File: config.mk
export PLATFORM = sky130hd
export DESIGN_NAME = bsc_chain
export DESIGN_NICKNAME = d
export VERILOG_FILES = /design/src/rtl/bsc_pkg.sv /design/src/rtl/bsc_capture_stage.sv /design/src/rtl/bsc_update_stage.sv /design/src/rtl/bsc_out_mux.sv /design/src/rtl/bsc_chain.sv
export SDC_FILE = /design/constraint.sdc
export NUM_CORES = 1
export LEC_CHECK = 0
export BUFFER_PORTS_ARGS = -buffer_cell sky130_fd_sc_hd__buf_2
export CAP_MARGIN = 25
export CORE_ASPECT_RATIO = 1.5
export CORE_UTILIZATION = 30
export DETAILED_ROUTE_END_ITERATION = 8
export PLACE_DENSITY = 0.5
export SYNTH_ARGS = -nofsm -noshare
export SYNTH_HDL_FRONTEND = slang
export SYNTH_HIERARCHICAL = 1
export SYNTH_SLANG_ARGS = --single-unit
File: constraint.sdc
create_clock -name clk -period 2.2 [get_ports clk]
set_clock_uncertainty 0.15 [all_clocks]
set_input_delay 0.33 -clock clk [delete_from_list [all_inputs] [get_ports clk]]
set_output_delay 0.33 -clock clk [all_outputs]
set_load 0.01 [all_outputs]
File: src/rtl/bsc_pkg.sv
// Shared types for the boundary scan cell chain.
package bsc_pkg;
    // Selects what drives the core side of a cell.
    typedef enum logic {
        OUT_NORMAL = 1'b0,
        OUT_TEST   = 1'b1
    } bsc_mode_e;
endpackage

File: src/rtl/bsc_capture_stage.sv
// Capture/shift flip-flop of one cell.
// Loads the pin value or the upstream serial bit when enabled.
// Assumes a single test clock and a synchronous active-low reset.
module bsc_capture_stage (
    input  logic clk,
    input  logic rst_n,
    input  logic cap_en,
    input  logic shift_en,
    input  logic pin,
    input  logic serial_prev,
    output logic q
);
    logic d_sel;

    // Choose between the pin snapshot and the serial path.
    always_comb begin
        d_sel = shift_en ? serial_prev : pin;
    end

    // Register the selected bit when capture is enabled.
    always_ff @(posedge clk) begin
        if (!rst_n)      q <= 1'b0;
        else if (cap_en) q <= d_sel;
    end


    hold_when_idle_chk: assert property (@(posedge clk) disable iff (!rst_n)
        !cap_en |=> $stable(q));

    capture_pin_chk: assert property (@(posedge clk) disable iff (!rst_n)
        (cap_en && !shift_en) |=> (q == $past(pin)));

    shift_prev_chk: assert property (@(posedge clk) disable iff (!rst_n)
        (cap_en && shift_en) |=> (q == $past(serial_prev)));
endmodule

File: src/rtl/bsc_update_stage.sv
// Update flip-flop of one cell: copies the capture stage when enabled.
// Assumes the capture stage is clocked by the same edge.
module bsc_update_stage (
    input  logic clk,
    input  logic rst_n,
    input  logic upd_en,
    input  logic d,
    output logic q
);
    // Copy the capture value on an update edge, otherwise hold.
    always_ff @(posedge clk) begin
        if (!rst_n)      q <= 1'b0;
        else if (upd_en) q <= d;
    end


    update_copy_chk: assert property (@(posedge clk) disable iff (!rst_n)
        upd_en |=> (q == $past(d)));

    update_hold_chk: assert property (@(posedge clk) disable iff (!rst_n)
        !upd_en |=> $stable(q));
endmodule

File: src/rtl/bsc_out_mux.sv
// Core-side output selector of one cell.
// Assumes mode is a static control from the test-access controller.
module bsc_out_mux
    import bsc_pkg::*;
(
    input  bsc_mode_e mode,
    input  logic      pin,
    input  logic      held,
    output logic      core
);
    // Pass the pin in normal mode, the update stage in test mode.
    always_comb begin
        core = (mode == OUT_TEST) ? held : pin;
    end
endmodule

File: src/rtl/bsc_chain.sv
// Parameterised chain of boundary scan cells.
// Cell 0 sits next to scan_in; cell CHAIN_LEN-1 drives scan_out.
// Assumes all controls are synchronous to clk and come from a TAP controller.
module bsc_chain
    import bsc_pkg::*;
#(
    parameter int CHAIN_LEN = 8
) (
    input  logic                 clk,
    input  logic                 rst_n,
    input  logic                 scan_in,
    input  logic                 shift_en,
    input  logic                 capture_en,
    input  logic                 update_en,
    input  logic                 test_mode,
    input  logic [CHAIN_LEN-1:0] pin_in,
    output logic [CHAIN_LEN-1:0] core_out,
    output logic                 scan_out
);
    localparam int LAST = CHAIN_LEN - 1;

    logic [CHAIN_LEN:0]   link;
    logic [CHAIN_LEN-1:0] cap_q;
    logic [CHAIN_LEN-1:0] upd_q;
    bsc_mode_e            mode;

    // Decode the mode control once for all cells.
    always_comb begin
        mode = bsc_mode_e'(test_mode);
    end

    assign link[0] = scan_in;
    assign scan_out = link[CHAIN_LEN];

    for (genvar i = 0; i < CHAIN_LEN; i++) begin : g_cell
        bsc_capture_stage u_cap (
            .clk         (clk),
            .rst_n       (rst_n),
            .cap_en      (capture_en),
            .shift_en    (shift_en),
            .pin         (pin_in[i]),
            .serial_prev (link[i]),
            .q           (cap_q[i])
        );
        assign link[i+1] = cap_q[i];

        bsc_update_stage u_upd (
            .clk    (clk),
            .rst_n  (rst_n),
            .upd_en (update_en),
            .d      (cap_q[i]),
            .q      (upd_q[i])
        );

        bsc_out_mux u_mux (
            .mode (mode),
            .pin  (pin_in[i]),
            .held (upd_q[i]),
            .core (core_out[i])
        );
    end


    tail_serial_chk: assert property (@(posedge clk) disable iff (!rst_n)
        1'b1 |=> (scan_out == cap_q[LAST]) && (link[0] == scan_in));

    upd_gets_old_cap_chk: assert property (@(posedge clk) disable iff (!rst_n)
        (capture_en && update_en) |=> (upd_q == $past(cap_q)));
endmodule

==> summary.txt, run 1 <==
Timing
  – Min Tclk post-route: 1540 ps
  – Final slew viol count: 0
  – Max frequency: between 600 and 700 MHz
  – Slew HR: 0.808
  – Worst-Margin Slew: 288 ps
  – Hold Violations, Final: 0
  – Final Cycle Share: 0.700
  – PnR worst setup slack: 660 ps
  – Setup Total Neg Slack: 0 ps
  – RSZ-0062 raised after global routing: false
  – Setup Viol. Count Final: 0

Clock network
  – Postcts setup bufs: 0
  – CTS Buf Count: 3
  – Clock transition at path regs: 90 ps
  – Bufs on Longest Clock Path: 2
  – TritonCTS clock tree: built
  – Root Buffer: clkbuf_4
  – CTS Sinks: 16
  – Post_cts resized: 0
  – Hold buffers post-CTS: 0
  – Clock Latency Late Sink: about 280 ps
  – H-tree levels: 1

Yosys
  – Ys Warns: 6
  – Post-Syn Nets: 79
  – Post-synthesis register bit count: 16
  – Syn avg cell area: 11.4 sq um
  – Mapped Area: 731 sq um
  – Mapped Cells: 64
  – Post-synthesis sequential area ratio: 0.438
  – Post-synth cell types: 6

Cells and area
  – Layout cell share with drive strength beyond 1: 0.385
  – # diodes: 0
  – Fin nets: 107
  – Most frequent cells in the layout: buf_2 (23), mux2i_1 (16), dfxtp_1 (16)
  – Fillers: 247
  – Leading cell type in the layout, fill and taps excluded: buf_2
  – Area grow syn2layout: 24.7%

Floorplan
  – Die area: between 2000 and 3000 sq um
  – Die height: roughly 62 um
  – Die Width: 42.3 um
  – I/O pin total: 24
  – Row count: 21
  – CORE AREA: 2260 sq um
  – Starting Density: 0.323

Detailed routing
  – DRC viols: 0
  – Via count: 561
  – Initial DRT Pass Iterations: 4
  – WL final: 1460 um
  – WL/cell: roughly 13 um
  – Vias/cell: approximately 5
  – Iter 0 DRT Violations: 5
  – Antenna Nets Post-Route: 0

GRT
  – Vias in the first global route: 528
  – Total GRT Usage: 0.117
  – Initial antenna violation count: 0
  – First-pass GRT wire length: 2350 um
  – Largest net degree at the start of global routing: 17
  – GRT overflow: 0

Pwr
  – Pleak: 0.000441 uW
  – Final Power: about 610 uW
  – VDD IR max: 0.000324 V
  – Cell Pwr Density: 667 nW/um^2

Flow run
  – Number of max-cap violations: 0

Worst setup path
  – Worst R2R Setup Slack: 1390 ps
  – Critical Path Start Type: primary input
  – Crit path arrival time: 1060 ps
  – Worst-path maximum fanout: 8
  – Setup CP Type: primary input to output port
  – Req. time, crit path: roughly 1700 ps
  – Critical Path End Type: output port

Worst hold path
  – Worst Hold Class: primary input to flop

Placed design
  – Pre-CTS WS: 649 ps
  – Gp weighted congestion: 0.674
  – PortBufs: 23

Run status
  – Status: completed
## flip-flops by register name (all words and copies together), names as in the netlist
register	flops
g_cell.u_cap/q	8
g_cell.u_upd/q	8
## synthesized netlist by cell type, drive strengths merged
cell type | count | area share
dfxtp | 16 | 0.44
mux2i | 16 | 0.22
a21oi | 8 | 0.055
mux2 | 8 | 0.16
nor2b | 8 | 0.068
o21ai | 8 | 0.055
## power breakdown
part           leakage [uW]  internal [uW]  switching (uW)
logic              0.000288           54.2            45.9
clock network     0.0000210            101            89.5
registers          0.000132            306            10.6
## worst paths after layout
path | from | endpoint | depth (start not counted)
max | test_mode | core_out[6] | 3
min | scan_in | g_cell[0].u_cap/q$_SDFFE_PN0P_ | 3
max reg2reg | g_cell[6].u_cap/q$_SDFFE_PN0P_ | g_cell[6].u_cap/q$_SDFFE_PN0P_ | 2
min reg2reg | g_cell[5].u_upd/q$_SDFFE_PN0P_ | g_cell[5].u_upd/q$_SDFFE_PN0P_ | 2
## critical path: stages
cell and delay, ps:
buf_2 260, mux2_4 330, buf_2 140
## kinds of logic after synthesis
| family | Yosys count | synth area share |
|---|---|---|
| and+or+nand+nor | 8 | 0.0685 |
| AOI/OAI and AO/OA | 16 | 0.110 |
| muxes | 24 | 0.384 |
| DFF | 16 | 0.438 |
## area by class of cell
class | instances | area, sq um | share of cell area
Multi-Input combinational cell | 48 | 410 | 0.451
Tap cell | 23 | 28.8 | 0.0316
Timing Repair Buffer | 23 | 115 | 0.126
Sequential cell | 16 | 320 | 0.352
Clock buffer | 4 | 36.3 | 0.0398
## through the flow
stage	util	cell area, sq um	cells	hold WS (ps)
2_1_floorplan	-	731	64	269
3_3_place_gp	0.387	875	110	348
3_5_place_dp	0.387	875	110	359
4_1_cts	0.403	911	114	188
5_1_grt	0.403	911	114	189
6_report	0.403	911	114	189
## per-layer routing
| layer | GRT usage | part of all wire | wire length (um) | vias to the layer above |
|---|---|---|---|---|
| met3 | 0.0173 | 0.040 | 58 | 2 |
| li1 | - | - | - | 291 |
| met1 | 0.141 | 0.44 | 636 | 254 |
| met2 | 0.190 | 0.51 | 739 | 14 |
| met5 | 0 | 0 | 0 | - |
| met4 | 0.0703 | 0.015 | 22 | 0 |
No activity file was read; power rests on OpenSTA's default activity.
==> inputs of run 2 (changes only) <==
--- a/config.mk
+++ b/config.mk
@@ -10,7 +10,7 @@
 export CORE_ASPECT_RATIO = 1.5
 export CORE_UTILIZATION = 30
 export DETAILED_ROUTE_END_ITERATION = 8
-export PLACE_DENSITY = 0.5
+export PLACE_DENSITY = 0.52
 export SYNTH_ARGS = -nofsm -noshare
 export SYNTH_HDL_FRONTEND = slang
 export SYNTH_HIERARCHICAL = 1
==> constraint.sdc (replaced) <==
create_clock -name clk -period 1.3 [get_ports clk]
set_clock_uncertainty 0.15 [all_clocks]
set_input_delay 0.195 -clock clk [delete_from_list [all_inputs] [get_ports clk]]
set_output_delay 0.195 -clock clk [all_outputs]
set_load 0.01 [all_outputs]
==> summary.txt, run 2 (same netlist as run 1, synthesis figures left out) <==
Floorplan
  – Starting Density: 0.323
  – I/O pin total: 24
  – Die area: 2640 sq um
  – CORE AREA: roughly 2300 sq um
  – Die Width: 42.3 um
  – Row count: 21
  – Die height: 62.4 um

Clock network
  – H-tree levels: 1
  – Root Buffer: clkbuf_4
  – Clock transition at path regs: 90 ps
  – Hold buffers post-CTS: 0
  – Bufs on Longest Clock Path: 2
  – TritonCTS clock tree: built
  – CTS Buf Count: 3
  – CTS Sinks: 16
  – Clock Latency Late Sink: 280 ps
  – Postcts setup bufs: 0

Timing
  – Min Tclk post-route: 1330 ps
  – Setup Viol. Count Final: 8
  – PnR worst setup slack: -30.8 ps
  – Final slew viol count: 0
  – Hold Violations, Final: 0
  – Slew HR: 0.816
  – Max frequency: approximately 750 MHz
  – RSZ-0062 raised after global routing: true
  – Final Cycle Share: 1.02
  – Hold Slack: 57.6 ps
  – Worst-Margin Slew: about 280 ps

Run status
  – Failing checks: setup timing
  – Status: complete, but fails checks

Pwr
  – VDD IR max: 0.000508 V
  – Pleak: between 0.0004 and 0.0005 uW
  – Cell Pwr Density: 1090 nW/um^2
  – Final Power: 1050 uW

Placed design
  – PortBufs: 23
  – Gp weighted congestion: 0.676
  – Placement Cell Area: 875 sq um
  – # placed instances: 110

GRT
  – Grt met2 use: 0.196
  – Grt met1 use: 0.148
  – Initial antenna violation count: 0
  – Vias in the first global route: 561
  – First-pass GRT wire length: between 2000 and 2500 um
  – Met3 Use GR: 0.0231
  – Total GRT Usage: 0.124
  – GRT Max-Usage Layer: met2
  – Largest net degree at the start of global routing: 17
  – GRT overflow: 0

Worst setup path
  – Worst-path cell chain: mux2_4 > buf_6
  – Crit path buffers/inverters: 1
  – Worst-path maximum fanout: 2
  – Setup CP Type: flop to output port
  – Critical Path End Type: output port
  – CP max stage cell: dfxtp_2
  – Crit path arrival time: 990 ps
  – Worst R2R Setup Slack: between 400 and 500 ps
  – Critical Path Start Type: flop
  – Cell family with most CP delay: flip-flops
  – Req. time, crit path: 950 ps
  – Max stage delay on crit path: ~330 ps

Detailed routing
  – Initial DRT Pass Iterations: 2
  – Via count: around 570
  – WL final: 1510 um
  – Iter 0 DRT Violations: 8
  – Vias/cell: around 5.0
  – Antenna Nets Post-Route: 0
  – WL/cell: about 13 um
  – DRC viols: 0

Cells and area
  – Layout Cells excl Fill: 114
  – Fin nets: 107
  – # diodes: 0
  – Layout cell share with drive strength beyond 1: 0.473
  – Most frequent cells in the layout: mux2i_1 (16), buf_2 (15)
  – Leading cell type in the layout, fill and taps excluded: mux2i_1
  – Design Area, Final: about 970 sq um
  – Area grow syn2layout: 32.9%
  – Largest regs: g_cell.u_cap/q (8), g_cell.u_upd/q (8)

Worst hold path
  – Worst Hold Class: primary input to flop

Flow run
  – Number of max-cap violations: 0
[run 2: cell types whose count changed in the layout (fill, tap and decap cells not counted)]
cell     delta
buf_2       -8
buf_6       +8
dfxtp_1     -8
dfxtp_2     +8
[run 2: worst register-to-register path: stages, from the launching register on]
cell,delay (ps)
dfxtp_1,340
o21ai_0,190
a21oi_1,60
[run 2: worst paths after layout]
kind	startpoint	to	cells after the start
max	g_cell[5].u_upd/q$_SDFFE_PN0P_	core_out[5]	2
min	scan_in	g_cell[0].u_cap/q$_SDFFE_PN0P_	3
min reg2reg	g_cell[0].u_upd/q$_SDFFE_PN0P_	g_cell[0].u_upd/q$_SDFFE_PN0P_	2
max reg2reg	g_cell[6].u_cap/q$_SDFFE_PN0P_	g_cell[6].u_cap/q$_SDFFE_PN0P_	2
[run 2: area by class of cell]
type	instances	area [sq um]
Fill cell	230	1290
Timing Repair Buffer	23	165
Sequential cell	16	330
Tap cell	23	28.8
Clock buffer	4	36.3
Multi-Input combinational cell	48	410
[run 2: through the flow]
step / utilization / setup TNS [ps] / worst slack, ps
after global routing: 0.430 / -549 / -82.1
after global placement: 0.387 / 0 / 20.6
after detailed placement: 0.387 / 0 / 26.1
final: 0.430 / -199 / -30.8
after floorplan: - / 0 / 406
after CTS: 0.430 / -351 / -54.1
[run 2: layer usage]
metal  vias up  share of wire
li1        289              -
met1       262           0.44
met2        14           0.50
met3         2          0.048
met4         0          0.014
met5         -              0
[run 2: timing repair]
action,CTS,global route
endpoints found under the hold margin,0,0
endpoints found under the setup margin,8,8
gates resized for setup,16,0
[run 2: where the power goes]
group,switching (uW),internal [uW]
Clock,150,170
Combinational,82.9,112
Sequential,18.4,520
